<file path="config.mk">
export PLATFORM = sky130hd
export DESIGN_NAME = mem_order_classifier
export DESIGN_NICKNAME = d
export VERILOG_FILES = /design/src/rtl/mo_pkg.sv /design/src/rtl/mo_width_check.sv /design/src/rtl/mo_kind_decode.sv /design/src/rtl/mem_order_classifier.sv
export SDC_FILE = /design/constraint.sdc
export NUM_CORES = 1
export LEC_CHECK = 0
export BUFFER_PORTS_ARGS = -buffer_cell sky130_fd_sc_hd__buf_2
export CAP_MARGIN = 0
export CORE_MARGIN = 4
export CORE_UTILIZATION = 36
export DETAILED_ROUTE_END_ITERATION = 16
export PLACE_DENSITY = 0.8
export SETUP_SLACK_MARGIN = 0.1
export SYNTH_ARGS = -nofsm -noshare
export SYNTH_HDL_FRONTEND = slang
export SYNTH_HIERARCHICAL = 1
export SYNTH_SLANG_ARGS = --single-unit
</file>
<file path="constraint.sdc">
create_clock -name clk -period 1.5 [get_ports clk]
set_input_delay 0.075 -clock clk [delete_from_list [all_inputs] [get_ports clk]]
set_output_delay 0.075 -clock clk [all_outputs]
set_load 0.02 [all_outputs]
</file>
<file path="src/rtl/mo_pkg.sv">
package mo_pkg;

    typedef enum logic [1:0] {
        OP_LOAD  = 2'd0,
        OP_FETCH = 2'd1,
        OP_AMO   = 2'd2,
        OP_STORE = 2'd3
    } mo_op_e;

    typedef enum logic [2:0] {
        OUT_OK          = 3'd0,
        OUT_MISALIGN_LD = 3'd1,
        OUT_MISALIGN_ST = 3'd2,
        OUT_FAULT_FETCH = 3'd3,
        OUT_FAULT_LOAD  = 3'd4,
        OUT_FAULT_STORE = 3'd5,
        OUT_UNSUPPORTED = 3'd6
    } mo_outcome_e;

    typedef enum logic [3:0] {
        KIND_NONE          = 4'd0,
        KIND_RD_PLAIN      = 4'd1,
        KIND_RD_ACQ        = 4'd2,
        KIND_RD_ACQ_STRONG = 4'd3,
        KIND_RD_RSV        = 4'd4,
        KIND_RD_RSV_ACQ    = 4'd5,
        KIND_RD_RSV_STRONG = 4'd6,
        KIND_WR_PLAIN      = 4'd8,
        KIND_WR_REL        = 4'd9,
        KIND_WR_REL_STRONG = 4'd10,
        KIND_WR_COND       = 4'd11,
        KIND_WR_COND_REL   = 4'd12,
        KIND_WR_COND_STRONG= 4'd13
    } mo_kind_e;

    typedef struct packed {
        logic acq;
        logic rel;
        logic rsv;
    } mo_flags_t;

    typedef struct packed {
        mo_outcome_e outcome;
        mo_kind_e    kind;
    } mo_result_t;

    function automatic mo_outcome_e fault_for_op(mo_op_e op);
        case (op)
            OP_FETCH: return OUT_FAULT_FETCH;
            OP_LOAD:  return OUT_FAULT_LOAD;
            default:  return OUT_FAULT_STORE;
        endcase
    endfunction

    function automatic logic needs_alignment(logic is_write, mo_flags_t f);
        return is_write ? (f.rel | f.rsv) : (f.acq | f.rsv);
    endfunction

endpackage

</file>
<file path="src/rtl/mo_width_check.sv">
module mo_width_check #(
    parameter int ADDR_W  = 32,
    parameter int WIDTH_W = 4,
    parameter int MAX_LG  = 3
) (
    input  logic [ADDR_W-1:0]  addr,
    input  logic [WIDTH_W-1:0] width,
    output logic               legal,
    output logic               misaligned
);
    localparam int NSIZES = MAX_LG + 1;

    logic [NSIZES-1:0] size_hit;
    logic [NSIZES-1:0] size_off;

    for (genvar lg = 0; lg < NSIZES; lg++) begin : g_size
        localparam logic [ADDR_W-1:0]  LOW_MASK = ADDR_W'((64'd1 << lg) - 64'd1);
        localparam logic [WIDTH_W-1:0] BYTES    = WIDTH_W'(64'd1 << lg);
        assign size_hit[lg] = (width == BYTES);
        assign size_off[lg] = size_hit[lg] & (|(addr & LOW_MASK));
    end

    assign legal      = |size_hit;
    assign misaligned = |size_off;
endmodule

</file>
<file path="src/rtl/mo_kind_decode.sv">
module mo_kind_decode
    import mo_pkg::*;
(
    input  logic      is_write,
    input  mo_flags_t flags,
    output mo_kind_e  kind,
    output logic      supported
);
    always_comb begin
        kind      = KIND_NONE;
        supported = 1'b1;
        if (is_write) begin
            case ({flags.acq, flags.rel, flags.rsv})
                3'b000:  kind = KIND_WR_PLAIN;
                3'b010:  kind = KIND_WR_REL;
                3'b110:  kind = KIND_WR_REL_STRONG;
                3'b001:  kind = KIND_WR_COND;
                3'b011:  kind = KIND_WR_COND_REL;
                3'b111:  kind = KIND_WR_COND_STRONG;
                default: supported = 1'b0;
            endcase
        end else begin
            case ({flags.acq, flags.rel, flags.rsv})
                3'b000:  kind = KIND_RD_PLAIN;
                3'b100:  kind = KIND_RD_ACQ;
                3'b110:  kind = KIND_RD_ACQ_STRONG;
                3'b001:  kind = KIND_RD_RSV;
                3'b101:  kind = KIND_RD_RSV_ACQ;
                3'b111:  kind = KIND_RD_RSV_STRONG;
                default: supported = 1'b0;
            endcase
        end
    end
endmodule

</file>
<file path="src/rtl/mem_order_classifier.sv">
module mem_order_classifier
    import mo_pkg::*;
#(
    parameter int ADDR_W  = 32,
    parameter int WIDTH_W = 4,
    parameter int MAX_LG  = 3
) (
    input  logic               clk,
    input  logic               rst,
    input  logic               req_valid,
    input  logic [ADDR_W-1:0]  req_addr,
    input  logic [WIDTH_W-1:0] req_width,
    input  logic [1:0]         req_op,
    input  logic               req_acq,
    input  logic               req_rel,
    input  logic               req_rsv,
    output logic               rsp_valid,
    output logic [2:0]         rsp_outcome,
    output logic [3:0]         rsp_kind
);
    mo_op_e     op;
    mo_flags_t  flags;
    logic       is_write;
    logic       width_ok;
    logic       addr_off;
    mo_kind_e   dec_kind;
    logic       dec_ok;
    mo_result_t nxt;
    mo_result_t cur;

    assign op       = mo_op_e'(req_op);
    assign flags    = '{acq: req_acq, rel: req_rel, rsv: req_rsv};
    assign is_write = (op == OP_STORE);

    mo_width_check #(
        .ADDR_W (ADDR_W),
        .WIDTH_W(WIDTH_W),
        .MAX_LG (MAX_LG)
    ) u_width (
        .addr      (req_addr),
        .width     (req_width),
        .legal     (width_ok),
        .misaligned(addr_off)
    );

    mo_kind_decode u_kind (
        .is_write (is_write),
        .flags    (flags),
        .kind     (dec_kind),
        .supported(dec_ok)
    );

    always_comb begin
        nxt = '{outcome: OUT_OK, kind: KIND_NONE};
        if (!width_ok) begin
            nxt.outcome = fault_for_op(op);
        end else if (addr_off && needs_alignment(is_write, flags)) begin
            nxt.outcome = is_write ? OUT_MISALIGN_ST : OUT_MISALIGN_LD;
        end else if (!dec_ok) begin
            nxt.outcome = OUT_UNSUPPORTED;
        end else begin
            nxt.kind = dec_kind;
        end
    end

    always_ff @(posedge clk) begin
        if (rst) begin
            rsp_valid <= 1'b0;
            cur       <= '{outcome: OUT_OK, kind: KIND_NONE};
        end else begin
            rsp_valid <= req_valid;
            if (req_valid) begin
                cur <= nxt;
            end
        end
    end

    assign rsp_outcome = cur.outcome;
    assign rsp_kind    = cur.kind;
endmodule

</file>
==> results of run 1 <==
-- metrics by stage --
step	instances	hold slack, ps
2_1_floorplan	73	146.6
3_3_place_gp	112	309.1
3_5_place_dp	112	314.1
4_1_cts	115	37.49
5_1_grt	115	31.69
6_report	115	41.85
-- routing by layer --
metal  vias up  wire (um)  track usage (%)
li1        324          -                -
met1       295        603            12.57
met2        18        787            25.00
met3         3         82            3.067
met4         0         36            8.072
met5         -          0                0
-- power by group through the flow --
stage                     combinational [W]  sequential [W]  clock [W]
after floorplan                   0.0000780        0.000244          0
after global placement             0.000144        0.000231          0
after detailed placement           0.000149        0.000232          0
after CTS                          0.000151        0.000227   0.000172
after global routing               0.000168        0.000228   0.000190
final                              0.000154        0.000227   0.000170
-- what timing repair did --
action	CTS	global route
hold endpoints to repair	0	0
resized for setup	0	2
setup endpoints to repair	0	5
-- path summary, 6_finish.rpt --
check | from | endpoint | slack, ps | depth (start not counted)
max | req_width[3] | rsp_outcome[0]$_SDFFE_PP0P_ | 310 | 7
min | rst | rsp_valid$_SDFF_PP0_ | 40 | 2
max reg2reg | rsp_outcome[2]$_SDFFE_PP0P_ | rsp_outcome[2]$_SDFFE_PP0P_ | 580 | 3
min reg2reg | rsp_kind[3]$_SDFFE_PP0P_ | rsp_kind[3]$_SDFFE_PP0P_ | 450 | 2
-- state kept, by name (all words and copies together), names as in the netlist --
signal,cells
rsp_kind,4
rsp_outcome,3
rsp_valid,1
-- layout make-up --
| cell class | instances | area, sq um |
|---|---|---|
| clock buffers | 3 | 22.52 |
| fillers | 147 | 774.5 |
| inverters | 7 | 26.28 |
| multi-input cells | 57 | 412.9 |
| flip-flops and latches | 8 | 160.2 |
| well taps | 16 | 20.02 |
| repair buffers | 24 | 125.1 |
-- cells in the mapped netlist, types with 2 or more instances --
library cell  n  share of area (%)
xnor2_1       2                2.9
a311oi_1      2                2.9
nand2b_1      4                4.2
inv_1         7                4.4
nand2_1       5                3.1
a21oi_1       3                2.5
nor2b_1       2                2.1
nand3_1       3                2.5
o21bai_1      3                3.8
o21a_1        2                2.5
a221o_1       2                3.3
nor2_1        3                1.9
dfxtp_1       8                 27
o31ai_1       5                6.3
-- cell families (layout without fill, tap and decap cells) --
kind of cell	after synthesis	after routing	synth area share, %
compound gates	25	25	31.38
buf+inv	8	34	5.230
mux	2	2	3.556
flops	8	8	26.78
simple gates	27	27	28.66
xor+xnor	3	3	4.394
==> impl_metrics.toml, run 1 <==
[synthesis]
syn_nets = 117
ys_seq_area_share_pct = 26.78
synthArstFlopShare_pct = 0
netlist_area_sq_um = 598.1
syn_inst = 73
synthFlopType = "dfxtp_1"
synth_seq_cells = 8
avgSynthCellArea_sq_um = 8.193
yosysWarnings = 6
synth.distinct_cells = 36
synth_edf_count = 0

[floorplanning]
dieWidth_um = 48.76
dieArea_sq_mm = 0.002378
start_util_pct = 38.80
io_pins = 52
coreArea_sq_mm = 0.001541
die_h_um = 48.76
rows = 14

[global_routing]
antenna_found_initial = 0
track_usage_pct = 13.25
grt_pass1_wl_um = 2532
grt_pass1_vias = 603
grt_max_degree = 11
overflow = 0

[setup_path]
cp-end-kind = "flop"
cp_max_fo = 4
critPathKind = "in2reg"
crit_path_top_delay_cell = "or3_1"
cp_data_required_time_ps = 1670
critPathMaxStageDelay_ps = 400
arrival_ps = 1360
cp-start-kind = "input port"
path_delay_family = "simple AND/OR/NAND/NOR gates"
cp_num_buf_inv = 2
cp_cell_sequence = "buf_2 > nor2_2 > nand3_1 > a21oi_1 > inv_1 > or3_1 > a311oi_1"

[detailed_routing]
ant_nets = 0
routedWlPerCell_um = 13.12
viasPerCell = 5.565
routed_wl_um = 1509
drt-initial-drc-count = 8
vias = 640
drtPass1Iterations = 4
drc_errors = 0

[final_layout]
fin_util_pct = 49.76
final_area_sq_um = 767.0
diodes = 0
fin_nets = 145
area_delta_synth_final_pct = 28.24
final_common_cell = "buf_2"
drive_gt1_share_pct = 34.34
final_cell_mix = "22 x buf_2, 8 x dfxtp_1, 7 x inv_1"

[power_and_ir_drop]
power.total_w = 0.0005508
switching_share_pct = 30.27
power_frac_seq_pct = 41.3
ir_drop_uv = 280.6
p_sw_w = 0.0001667
p_comb_share_pct = 27.9
p_leak_nw = 0.3566
pwr-share-clk_pct = 30.9
cellPowerDensity_mw_per_mm2 = 718.2
p_int_w = 0.0003841

[clock_network]
clk_pin_slew_worst_paths_ps = 60
clkLatencyLatePin_ps = 250
cts_buffer_depth = 2
cts.hold.buffers_added = 0
cts_root_buffer = "clkbuf_4"
post-cts-setup-buffers = 0
cts_buffers = 3
cts_num_sinks = 8
cts-htree-levels = 1
tritoncts = "built"

[status]
status = "complete, no violations"

[placement]
placed_area_sq_um = 738.2
place_congestion = 0.7850
hpwl_um = 1131
dp_slack_ps = -31.55
io_buffers = 22

[sta]
fin_setup_tns_ps = 0
setup_viol = 0
final_hold_viol_count = 0
finalCriticalPeriod_ps = 1190
finalMaxSlewViolations = 0
timing.final.crit_share_pct = 79.33
rsz0062_at_grt = "false"
worstMarginPinSlew_ps = 454.1
fin_skew_ps = 0
fmax_mhz = 840.4
slew_headroom_pct = 69.59
timing.final.ws_setup_ps = 310.1

[job]
drv_cap = 0

[hold_path]
hp-class = "in2reg"
No activity file was read; power rests on OpenSTA's default activity.
==> inputs of run 2 (changes only) <==
==> constraint.sdc (replaced) <==
create_clock -name clk -period 1.2 [get_ports clk]
set_input_delay 0.06 -clock clk [delete_from_list [all_inputs] [get_ports clk]]
set_output_delay 0.06 -clock clk [all_outputs]
set_load 0.02 [all_outputs]
==> impl_metrics.toml, run 2 (same netlist as run 1, synthesis figures left out) <==
[clock_network]
cts_num_sinks = 8
cts-htree-levels = 1
clkLatencyLatePin_ps = 260
cts_buffers = 3
clk_pin_slew_worst_paths_ps = 50
tritoncts = "built"
cts_root_buffer = "clkbuf_4"
cts_buffer_depth = 2
cts.hold.buffers_added = 0

[detailed_routing]
viasPerCell = 5.376
routedWlPerCell_um = 11.46
ant_nets = 0
routed_wl_um = 1433
vias = 672
drt-initial-drc-count = 16
drtPass1Iterations = 4
drc_errors = 0

[global_routing]
grt_max_degree = 11
grt_pass1_wl_um = 2415
track_usage_pct = 12.51
grt_pass1_vias = 624
overflow = 0
antenna_found_initial = 0

[setup_path]
cp-end-kind = "flop"
cp_data_required_time_ps = 1330
cp-start-kind = "input port"
reg2reg_slack_ps = 280
critPathKind = "in2reg"
r2r_start = "rsp_outcome[2]$_SDFFE_PP0P_"
reg2reg_depth = 3
cp_max_fo = 4
r2r-end = "rsp_outcome[2]$_SDFFE_PP0P_"
arrival_ps = 1200

[placement]
placed_area_sq_um = 815.8
hpwl_um = 1189
place_congestion = 0.7448
io_buffers = 22
dp_cells = 121

[job]
drv_cap = 0

[final_layout]
largest_reg_flops = 4
final_cell_mix = "22 x buf_2, 12 x buf_4, 8 x dfxtp_1"
final_common_cell = "buf_2"
drive_gt1_share_pct = 45.87
layout.cells.non_filler = 125
diodes = 0
fin_nets = 155
regArea_sq_um = 160.2
multiInputGateArea_sq_um = 440.4
area_delta_synth_final_pct = 45.40
fill_cells = 163
final_area_sq_um = 869.6

[sta]
timing.final.crit_share_pct = 88.69
rsz0062_at_grt = "true"
fmax_mhz = 939.6
fin_setup_tns_ps = 0
finalMaxSlewViolations = 0
worst_hold_slack_ps = 41.46
final_hold_viol_count = 0
finalCriticalPeriod_ps = 1064
slew_headroom_pct = 82.66
worstMarginPinSlew_ps = 258.0
fin_skew_ps = 0
setup_viol = 0

[power_and_ir_drop]
p_leak_nw = 0.4114
ir_drop_uv = 349.6
power.total_w = 0.0007226
cellPowerDensity_mw_per_mm2 = 830.9

[floorplanning]
die_h_um = 48.76
io_pins = 52
start_util_pct = 38.80
coreArea_sq_mm = 0.001541
dieWidth_um = 48.76
dieArea_sq_mm = 0.002378
rows = 14

[hold_path]
hold_end = "rsp_outcome[0]$_SDFFE_PP0P_"
min-delay-start = "rst"
hp-class = "in2reg"
min_path_cells = 2

[status]
status = "complete, no violations"
run 2: cell count changes in the layout (fill, tap and decap cells not counted), sizes merged:
cell,change
buf,+10
run 2: layout make-up:
class	count	share of cell area, %
multi-input combinational	57	50.65
clock buffer	3	2.590
sequential	8	18.42
tap	16	2.302
inverter	7	3.022
timing repair buffer	34	23.02
run 2: how the worst max path moves through the flow:
stage / start / endpoint / slack (ps)
2_1_floorplan: req_width[3] / rsp_outcome[0]$_SDFFE_PP0P_ / 50
3_3_place_gp: req_width[3] / rsp_outcome[0]$_SDFFE_PP0P_ / -110
3_5_place_dp: req_width[3] / rsp_outcome[2]$_SDFFE_PP0P_ / -170
4_1_cts: req_width[3] / rsp_outcome[0]$_SDFFE_PP0P_ / 110
5_1_grt: req_width[3] / rsp_outcome[0]$_SDFFE_PP0P_ / 50
6_report: req_width[3] / rsp_outcome[0]$_SDFFE_PP0P_ / 140
run 2: per-stage QoR:
step / worst slack (ps) / util [%]
finish: 135.8 / 56.41
detailed placement: -165.8 / 52.92
global placement: -114.3 / 52.92
global route: 46.89 / 56.41
floorplan: 53.11 / -
CTS: 108.9 / 54.87
run 2: per-layer routing:
metal | share of wire, % | routed length, um | global-route usage (%) | vias to the layer above
li1 | - | - | - | 347
met1 | 43 | 615 | 13.52 | 298
met2 | 46 | 659 | 21.52 | 24
met3 | 9.6 | 138 | 4.601 | 3
met4 | 1.3 | 19 | 5.381 | 0
met5 | 0 | 0 | 0 | -
run 2: worst max-delay path: stages:
cell      delay [ps]
buf_2            120
xor2_1           150
mux2i_1          150
o21ai_2           90
or4b_1           480
o21ai_2           80
a311oi_2          50
run 2: repair_timing:
action                     4_1_cts  5_1_grt
pin swaps                        1        2
setup endpoints to repair        1        6
setup buffers                    1        0
gates resized for setup          0        6
run 2: power breakdown:
part           switching (W)  internal, W
Clock              0.0000967     0.000115
Combinational       0.000113     0.000113
Sequential        0.00000623     0.000278
==> inputs of run 3 (changes only) <==
--- a/config.mk
+++ b/config.mk
@@ -8,9 +8,9 @@
 export BUFFER_PORTS_ARGS = -buffer_cell sky130_fd_sc_hd__buf_2
 export CAP_MARGIN = 0
 export CORE_MARGIN = 4
-export CORE_UTILIZATION = 36
+export CORE_UTILIZATION = 39
 export DETAILED_ROUTE_END_ITERATION = 16
-export PLACE_DENSITY = 0.8
+export PLACE_DENSITY = 0.85
 export SETUP_SLACK_MARGIN = 0.1
 export SYNTH_ARGS = -nofsm -noshare
 export SYNTH_HDL_FRONTEND = slang
==> constraint.sdc (replaced) <==
create_clock -name clk -period 1.36 [get_ports clk]
set_input_delay 0.068 -clock clk [delete_from_list [all_inputs] [get_ports clk]]
set_output_delay 0.068 -clock clk [all_outputs]
set_load 0.02 [all_outputs]
==> impl_metrics.toml, run 3 (same netlist as run 1, synthesis figures left out) <==
[sta]
worst_hold_slack_ps = 66.60
rsz0062_at_grt = "true"
worstMarginPinSlew_ps = 259.7
finalCriticalPeriod_ps = 1202
timing.final.crit_share_pct = 88.42
fin_skew_ps = 0
fmax_mhz = 831.6
timing.final.ws_setup_ps = 157.6
finalMaxSlewViolations = 0
setup_viol = 0
final_hold_viol_count = 0
slew_headroom_pct = 82.54

[detailed_routing]
drt-initial-drc-count = 14
routed_wl_um = 1512
vias = 650
routedWlPerCell_um = 12.71
drtPass1Iterations = 4
viasPerCell = 5.462
ant_nets = 0
drc_errors = 0

[placement]
hpwl_um = 1141
place_congestion = 0.7892
dp_cells = 114
placed_area_sq_um = 759.5
io_buffers = 22
dp_slack_ps = -185.4

[floorplanning]
start_util_pct = 43.77
dieWidth_um = 47.16
coreArea_sq_mm = 0.001366
die_h_um = 47.16
rows = 13
io_pins = 52
dieArea_sq_mm = 0.002224

[setup_path]
cp_cell_sequence = "buf_2 > nor2_2 > mux2i_1 > o21ai_2 > and4bb_2 > a311oi_1 > o21a_1"
reg2reg_depth = 3
cp_max_fo = 6
cp-end-kind = "flop"
critPathMaxStageDelay_ps = 280
arrival_ps = 1390
cp_data_required_time_ps = 1550
crit_path_top_delay_cell = "and4bb_2"
cp-start-kind = "input port"
critPathKind = "in2reg"
reg2reg_slack_ps = 420

[global_routing]
grt_busiest_layer = "met2"
use_met2_pct = 25.20
grt_pass1_wl_um = 2332
grtUsageMet3_pct = 1.149
grt.met1_usage_pct = 17.30
antenna_found_initial = 0
grt_max_degree = 11
overflow = 0
grt_pass1_vias = 589
track_usage_pct = 14.27

[final_layout]
fin_nets = 150
area_delta_synth_final_pct = 37.03
drive_gt1_share_pct = 41.35
final_area_sq_um = 819.5
final_cell_mix = "22 x buf_2, 8 x dfxtp_1, 7 x inv_1, 7 x buf_4, 5 x nand2_1"
largest_reg_flops = 4
final_common_cell = "buf_2"
layout.cells.non_filler = 119
diodes = 0

[clock_network]
clk_pin_slew_worst_paths_ps = 50
cts_buffers = 3
cts_root_buffer = "clkbuf_4"
cts_buffer_depth = 2
cts-htree-levels = 1
clkLatencyLatePin_ps = 240
cts_num_sinks = 8
tritoncts = "built"

[job]
drv_cap = 0

[power_and_ir_drop]
power.total_w = 0.0006120
ir_drop_uv = 221.1
cellPowerDensity_mw_per_mm2 = 746.8
p_leak_nw = 0.3840

[status]
status = "complete, no violations"

[hold_path]
hp-class = "in2reg"
min_path_cells = 2
-- run 3: cell count changes in the layout (fill, tap and decap cells not counted) --
cell	change
buf_4	-5
o21ai_0	+1
a311oi_2	-1
and3b_2	+1
and3b_1	-1
nand2_1	+1
a311oi_1	+1
o21ai_2	-1
nand2_2	-1
-- run 3: timing repair --
action,4_1_cts,5_1_grt
setup buffers,0,2
cloned,0,0
resized for setup,1,5
hold buffers,0,0
setup endpoints to repair,2,7
pin swaps,0,1
-- run 3: worst max-delay path: cells and delay by family --
kind	cells	cell delay, ps
multiplexers	1	110
AND/OR/NAND/NOR	2	450
buffers and inverters	1	130
AO/OA/AOI/OAI	3	630
-- run 3: report_power, final --
part | switching, W | internal (W)
Sequential | 0.00000502 | 0.000246
Clock | 0.0000716 | 0.000100
Combinational | 0.0000992 | 0.0000901
Total | 0.000176 | 0.000436
-- run 3: final cells by class --
type / instances / area [sq um]
fillers: 118 / 546.8
multi-input cells: 57 / 429.2
repair buffers: 29 / 162.7
flip-flops and latches: 8 / 160.2
inverters: 7 / 26.28
clock buffers: 3 / 22.52
well taps: 15 / 18.77
-- run 3: metal layers --
layer / vias up / wire length (um) / part of all wire [%]
met5: - / 0 / 0
met4: 0 / 0 / 0
met3: 0 / 65 / 4.3
met1: 296 / 670 / 44
li1: 336 / - / -
met2: 18 / 776 / 51
-- run 3: through the flow --
step	utilization (%)	setup TNS, ps
after floorplan	-	0
after global placement	55.59	-212.9
after detailed placement	55.59	-891.4
after CTS	57.51	0
after global routing	59.98	0
final	59.98	0
-- run 3: worst paths after layout --
kind	from	to
max reg2reg	rsp_outcome[2]$_SDFFE_PP0P_	rsp_outcome[2]$_SDFFE_PP0P_
min reg2reg	rsp_kind[0]$_SDFFE_PP0P_	rsp_kind[0]$_SDFFE_PP0P_
max	req_width[3]	rsp_outcome[2]$_SDFFE_PP0P_
min	rst	rsp_outcome[0]$_SDFFE_PP0P_
